--- src/rtl/alu16_flags.sv ---
module alu16_flags #(
  parameter int W = 16
) (
  input  logic         clk,
  input  logic         rst_n,
  input  logic [W-1:0] op_a,
  input  logic [W-1:0] op_b,
  input  logic [2:0]   func,
  input  logic         upd_flags,
  input  logic         set_tf,
  input  logic         clr_tf,
  input  logic         set_if,
  input  logic         clr_if,
  input  logic         set_df,
  input  logic         clr_df,
  output logic [W-1:0] result,
  output logic [15:0]  flags
);
  localparam int M = W - 1;
  localparam logic [2:0] F_ADD = 3'd0, F_SUB = 3'd1, F_DEC = 3'd2,
                         F_AND = 3'd3, F_OR  = 3'd4, F_NOT = 3'd5;

  logic         is_arith, is_sub;
  logic [W-1:0] b_eff;
  logic [W:0]   ext;
  logic [4:0]   nib;
  logic         n_cf, n_af, n_of;
  logic         cf, pf, af, zf, sf, of, tf, ief, df;

  assign is_arith = (func == F_ADD) || (func == F_SUB) || (func == F_DEC);
  assign is_sub   = (func == F_SUB) || (func == F_DEC);
  assign b_eff    = (func == F_DEC) ? W'(1) : op_b;

  always_comb begin
    case (func)
      F_ADD:   ext = {1'b0, op_a} + {1'b0, b_eff};
      F_SUB,
      F_DEC:   ext = {1'b0, op_a} - {1'b0, b_eff};
      F_AND:   ext = {1'b0, op_a & op_b};
      F_OR:    ext = {1'b0, op_a | op_b};
      F_NOT:   ext = {1'b0, ~op_a};
      default: ext = {1'b0, op_a};
    endcase
  end

  assign nib    = is_sub ? ({1'b0, op_a[3:0]} - {1'b0, b_eff[3:0]})
                         : ({1'b0, op_a[3:0]} + {1'b0, b_eff[3:0]});
  assign result = ext[M:0];

  assign n_cf = (func == F_DEC) ? cf : (is_arith & ext[W]);
  assign n_af = is_arith & nib[4];
  assign n_of = is_arith & (is_sub ? (op_a[M] != b_eff[M]) : (op_a[M] == b_eff[M]))
                         & (result[M] != op_a[M]);

  always_ff @(posedge clk or negedge rst_n) begin
    if (!rst_n) begin
      {cf, pf, af, zf, sf, of} <= '0;
    end else if (upd_flags) begin
      cf <= n_cf;
      pf <= ~^result[7:0];
      af <= n_af;
      zf <= (result == '0);
      sf <= result[M];
      of <= n_of;
    end
  end

  always_ff @(posedge clk or negedge rst_n) begin
    if (!rst_n) begin
      {tf, ief, df} <= '0;
    end else begin
      tf  <= clr_tf ? 1'b0 : (set_tf ? 1'b1 : tf);
      ief <= clr_if ? 1'b0 : (set_if ? 1'b1 : ief);
      df  <= clr_df ? 1'b0 : (set_df ? 1'b1 : df);
    end
  end

  assign flags = {4'b0000, of, df, ief, tf, sf, zf, 1'b0, af, 1'b0, pf, 1'b1, cf};

  a_r2_add_carry: assert property (@(posedge clk) disable iff (!rst_n)
    upd_flags && func == F_ADD |=> flags[0] == ($past(op_a) > ~$past(op_b)));
  a_r5_zero: assert property (@(posedge clk) disable iff (!rst_n)
    upd_flags && result == '0 |=> flags[6]);
  a_r7_logic_clear: assert property (@(posedge clk) disable iff (!rst_n)
    upd_flags && !is_arith |=> !flags[0] && !flags[4] && !flags[11]);
  a_r8_dec_keeps_carry: assert property (@(posedge clk) disable iff (!rst_n)
    upd_flags && func == F_DEC |=> flags[0] == $past(flags[0]));
  a_r9_hold: assert property (@(posedge clk) disable iff (!rst_n)
    !upd_flags |=> flags[7:0] == $past(flags[7:0]) && flags[11] == $past(flags[11]));
  a_r10_tf_clear_wins: assert property (@(posedge clk) disable iff (!rst_n)
    clr_tf |=> !flags[8]);
  a_r10_if_set: assert property (@(posedge clk) disable iff (!rst_n)
    set_if && !clr_if |=> flags[9]);
endmodule

--- config.mk ---
export PLATFORM = sky130hd
export DESIGN_NAME = alu16_flags
export DESIGN_NICKNAME = d
export VERILOG_FILES = /design/src/rtl/alu16_flags.sv
export SDC_FILE = /design/constraint.sdc
export NUM_CORES = 1
export LEC_CHECK = 0
export BUFFER_PORTS_ARGS = -buffer_cell sky130_fd_sc_hd__buf_2
export CORE_MARGIN = 2
export CORE_UTILIZATION = 40
export CTS_CLUSTER_SIZE = 12
export DETAILED_ROUTE_END_ITERATION = 8
export PLACE_DENSITY = 0.62
export SLEW_MARGIN = 5
export SYNTH_ARGS = -nofsm -noshare
export SYNTH_HDL_FRONTEND = slang
export SYNTH_SLANG_ARGS = --single-unit
--- constraint.sdc ---
create_clock -name clk -period 5.3 [get_ports clk]
set_input_delay 0.795 -clock clk [delete_from_list [all_inputs] [get_ports clk]]
set_output_delay 0.795 -clock clk [all_outputs]
set_load 0.05 [all_outputs]
; ---- Word level (Yosys, flattened, before mapping)
; Cells that the tools add are included.
[op_classes]
reduce_logical = 11
bitwise_logic = 8
addsub = 4
eq_ne = 8
mux = 10
[op_table]
columns = operator, n
row1 = $pmux 17 s5, 1
row2 = $add 16x16->17, 1
row3 = $sub 16x16->17, 1
row4 = $and 16x16->16, 1
row5 = $logic_not 16->1, 1
row6 = $mux 16, 1
row7 = $not 16->16, 1
row8 = $or 16x16->16, 1
row9 = $reduce_xnor 8->1, 1
row10 = $mux 1, 7
row11 = $eq 3x2->1 const B, 2
row12 = $eq 3x3->1 const B, 2
row13 = $reduce_bool 2->1, 3
row14 = $add 4x4->5, 1
row15 = $mux 5, 1
row16 = $sub 4x4->5, 1
row17 = $and 1x1->1, 4
row18 = $eq 3x1->1 const B, 1
row19 = $logic_not 3->1, 1
row20 = $logic_or 1x1->1, 3
row21 = $ne 1x1->1, 2
row22 = $reduce_and 2->1, 1
row23 = $reduce_or 2->1, 1
row24 = $eq 1x1->1, 1
row25 = $not 1->1, 1
[word_totals]
output_inout_bits = 32
ff_bits = 9

; ---- Logic depth before layout (Yosys ltp)
[logic_depth]
depth_word = 6
ltp_mapped = 25

; ---- Worst setup path after synthesis
; OpenSTA, ideal clock, no wires.
[synth_timing]
path_type = input to output
from = input func[2]
to = output result[14]
arrival_ns = 4.633
setup_slack_ns = -0.128
stages = 17
required_time_ns = 4.505
n_path_buf = 2
cell_sequence = buf_2 > clkbuf_1 > nor2_1 > nand2_1 > nand2b_1 > inv_1 > ha_1 > a31oi_1 > xor2_1 > nand2_1 > ha_1 > a21oi_1 > o211ai_1 > o2111ai_1 > nand4b_1 > xnor2_1 > o21ai_0
[synth_via]
elab_chain_len = 4
word_cells_on_any_way = 11
cone_classes = add/sub (2) / eq/ne (5) / mux (2) / reduce/logical (2)
[synth_rtl]
columns = element, line_no
row1 = "start, declared", 8  ; input logic [2:0] func,
row2 = $eq 3x2->1, "32, 35"
row3 = $mux 16, 32  ; assign b_eff = (func == F_DEC) ? W'(1) : op_b;
row4 = $sub 16x16->17 or $add 16x16->17 (tied branches), "38, 36"
row5 = $pmux 17 s5 *, 35  ; case (func)
row6 = "end, declared", 16  ; output logic [W-1:0] result,
; Mark *: on every way between the ends. The rest lies on a longest branch, timed or not.

; ---- Worst setup path after layout
[layout_timing]
from = input func[2]
to = output result[13]
; Same word-level chain as after synthesis.

==> flow_metrics.py <==
metrics = {
    "cts": {
        "cts_root_buffer": "clkbuf_8",
        "hold_buffers": 0,
        "cts_buffers": 3,
        "cts_tree": "done",
        "cts.sinks": 9,
        "clkLatencyLatePin_ns": 0.23,
        "cts.clk_slew.worst_paths_ns": 0.04,
        "htreeDepth": 1,
        "ctsLongestPathBuffers": 2,
    },
    "routing": {
        "routed_wirelength_mm": 8.227,
        "drtIter0Drc": 194,
        "avgRoutedWirePerCell_um": 15.70,
        "met1Wirelength_mm": 3.744,
        "viasPerCell": 5.761,
        "routed.top_layer": "met4",
        "drtPass1Iterations": 5,
        "antenna_left": 0,
        "vias": 3019,
        "drc": 0,
        "met2_length_mm": 3.827,
        "dr_wl_met3_um": 533,
    },
    "floorplanning": {
        "die_height_um": 83.49,
        "dieArea_mm2": 0.006971,
        "ios": 76,
        "rows": 28,
        "die_x_um": 83.49,
        "initial_core_util": 0.4194,
        "core_area_mm2": 0.006026,
    },
    "setup_path": {
        "crit_family": "simple AND/OR/NAND/NOR gates",
        "worstPathRequired_ns": 4.51,
        "path_max_fanout": 15,
        "crit_type": "input port to output port",
        "critPathArrivalTime_ns": 4.22,
        "worstSetupEndpointType": "output port",
        "critical_path.max_stage_delay_ns": 0.45,
        "cp_slowest_cell": "nor4b_1",
        "critPathLaunchType": "input port",
        "cp_cell_sequence": "buf_2 > buf_4 > or2_2 > nor2_1 > buf_4 > nor4_2 > nand2_1 > nor4b_1 > nor2_1 > xor2_1 > nand2_1 > ha_1 > nor2_1 > nor2_1 > a311oi_1 > a31oi_1 > o22ai_1 > buf_2",
        "crit_buf_inv": 4,
        "cpMostUsedCell": "nor2_1",
    },
    "timing": {
        "rsz0062_at_grt": "false",
        "min_period_ns": 5.018,
        "slew_viol_final": 0,
        "slew_headroom": 0.4811,
        "fmax_mhz": 199.3,
        "period_share": 0.9469,
        "worst_pin_slew_ns": 0.7784,
        "hold_violations": 0,
        "finalSetupViolations": 0,
        "finalClockSkew_ns": 0,
        "tns_ns": 0,
    },
    "logic_synthesis": {
        "yosys_register_bits": 9,
        "syn_inst": 384,
        "synth_area_per_cell_um2": 6.582,
        "ys_seq_area_frac": 0.08911,
        "synth-edff-count": 0,
        "synthArstFlopShare": 1.000,
        "yosysUniqueCellTypes": 56,
        "yosysWarnings": 0,
        "synthesis.area_mm2": 0.002527,
        "ys.flop_type": "dfrtp_1",
    },
    "power_and_ir_drop": {
        "leakagePower_nw": 1.434,
        "power_density_mw_per_mm2": 234.2,
        "max-vdd-ir-drop_mv": 0.2045,
        "total_power_mw": 0.7069,
    },
    "layout": {
        "fin_cells": 524,
        "drive_above_1_share": 0.2472,
        "syn_to_final_growth_pct": 19.41,
        "nets": 516,
        "fillers": 636,
        "num_antenna_cells": 0,
    },
    "place": {
        "dp_hpwl_mm": 6.755,
        "dp.cells": 520,
        "numPortBuffers": 68,
        "finalWeightedCongestion": 0.9379,
    },
    "status": {
        "run_status": "completed",
    },
    "grt": {
        "grt_usage": 0.2324,
        "grt_pass1_vias": 2839,
        "grt_pass1_wl_mm": 13.63,
        "grt_max_degree": 20,
        "gr-total-overflow": 0,
        "antenna_found_initial": 0,
    },
    "job": {
        "drv_cap": 0,
    },
    "min_path": {
        "hold_class": "input port to async pin",
    },
}
## kinds of logic after synthesis
logic type / after synthesis / share of synthesized area
other cells: 2 / 0.002971
buf+inv: 52 / 0.1054
xor+xnor: 28 / 0.09703
mux: 8 / 0.03366
compound gates: 132 / 0.3282
flops: 9 / 0.08911
fa+ha+maj: 22 / 0.1119
simple gates: 131 / 0.2317
## cells in the final DEF, fill, tap and decap left out, types with 2 or more instances in the layout
cell	n
o21bai_1	2
conb_1	7
o22ai_1	3
o21ai_1	2
nor3_1	9
o22a_1	2
a21oi_1	44
nand3_1	6
o31ai_1	7
clkbuf_8	3
o211ai_1	9
o221ai_1	4
or4_1	2
mux2_2	4
nor3b_1	2
ha_1	21
nand2b_1	8
a22oi_1	5
mux2i_1	4
buf_2	68
dfrtp_1	9
nor2_1	47
a21o_1	3
xnor2_1	14
a21oi_2	3
buf_4	20
o21a_1	3
a211oi_2	2
a31oi_1	4
nand2_1	45
inv_1	20
xor2_1	14
o21ai_0	27
## final timing paths
check                           startpoint          to  slack (ns)  depth (start not counted)
worst min-delay path                 rst_n          tf        0.41                          1
worst max-delay path               func[2]  result[13]        0.28                         18
min in group clk                        cf          cf        0.48                          2
max in group asynchronous            rst_n          zf        4.70                          1
worst max register to register          sf          sf        4.56                          1
worst min register to register          cf          cf        0.48                          2
## layer usage
metal,GRT usage,vias to the layer above
met1,0.3147,1396
li1,-,1488
met3,0.02868,16
met2,0.3996,119
met4,0.04399,0
met5,0,-
## where the power goes
group          internal, mW  switching, mW  leakage, nW  total [mW]
clock network        0.0524         0.0268       0.0228      0.0791
logic                 0.186          0.357         1.30       0.543
registers            0.0795        0.00479        0.115      0.0843
total                 0.318          0.389         1.43       0.707
## cell usage after synthesis, drive strengths merged, types with 3 or more instances
master,n,area share
nor2,48,0.071
a21oi,47,0.093
nand2,45,0.067
o21ai,29,0.057
buf,21,0.059
ha,21,0.10
inv,20,0.030
xnor2,14,0.049
xor2,14,0.049
clkbuf,11,0.017
dfrtp,9,0.089
nor3,9,0.018
o211ai,9,0.027
nand2b,8,0.020
o31ai,8,0.026
nand3,7,0.016
a22oi,5,0.015
a31oi,4,0.0099
mux2,4,0.018
mux2i,4,0.016
o221ai,4,0.014
a21o,3,0.0089
o21a,3,0.0089
o22ai,3,0.0074
## area by class of cell
| type | count | area [um2] | share of cell area |
|---|---|---|---|
| Clock buffer | 4 | 45.04 | 0.01493 |
| Timing Repair Buffer | 88 | 490.5 | 0.1625 |
| Tap cell | 75 | 93.84 | 0.03109 |
| Sequential cell | 9 | 225.2 | 0.07463 |
| Inverter | 20 | 75.07 | 0.02488 |
| Multi-Input combinational cell | 328 | 2088 | 0.6920 |
## through the flow
step           hold slack (ns)    util  instance area [um2]  setup WS (ns)
2_1_floorplan           0.4484       -                 2550        0.02090
3_3_place_gp            0.4661  0.4884                 2943         0.1930
3_5_place_dp            0.4688  0.4884                 2943        0.03980
4_1_cts                 0.4098  0.4958                 2988         0.1753
5_1_grt                 0.4239  0.5008                 3018       0.007439
6_report                0.4119  0.5008                 3018         0.2816
## registers in the layout, indices dropped and copies added, names as in the netlist
name  count
af        1
cf        1
df        1
ief       1
of        1
pf        1
sf        1
tf        1
zf        1
## what timing repair did
action,4_1_cts,5_1_grt
buffers inserted,0,0
resized for setup,0,7
endpoints found under the setup margin,0,5
Note: power is estimated with default switching activity, not from simulation.
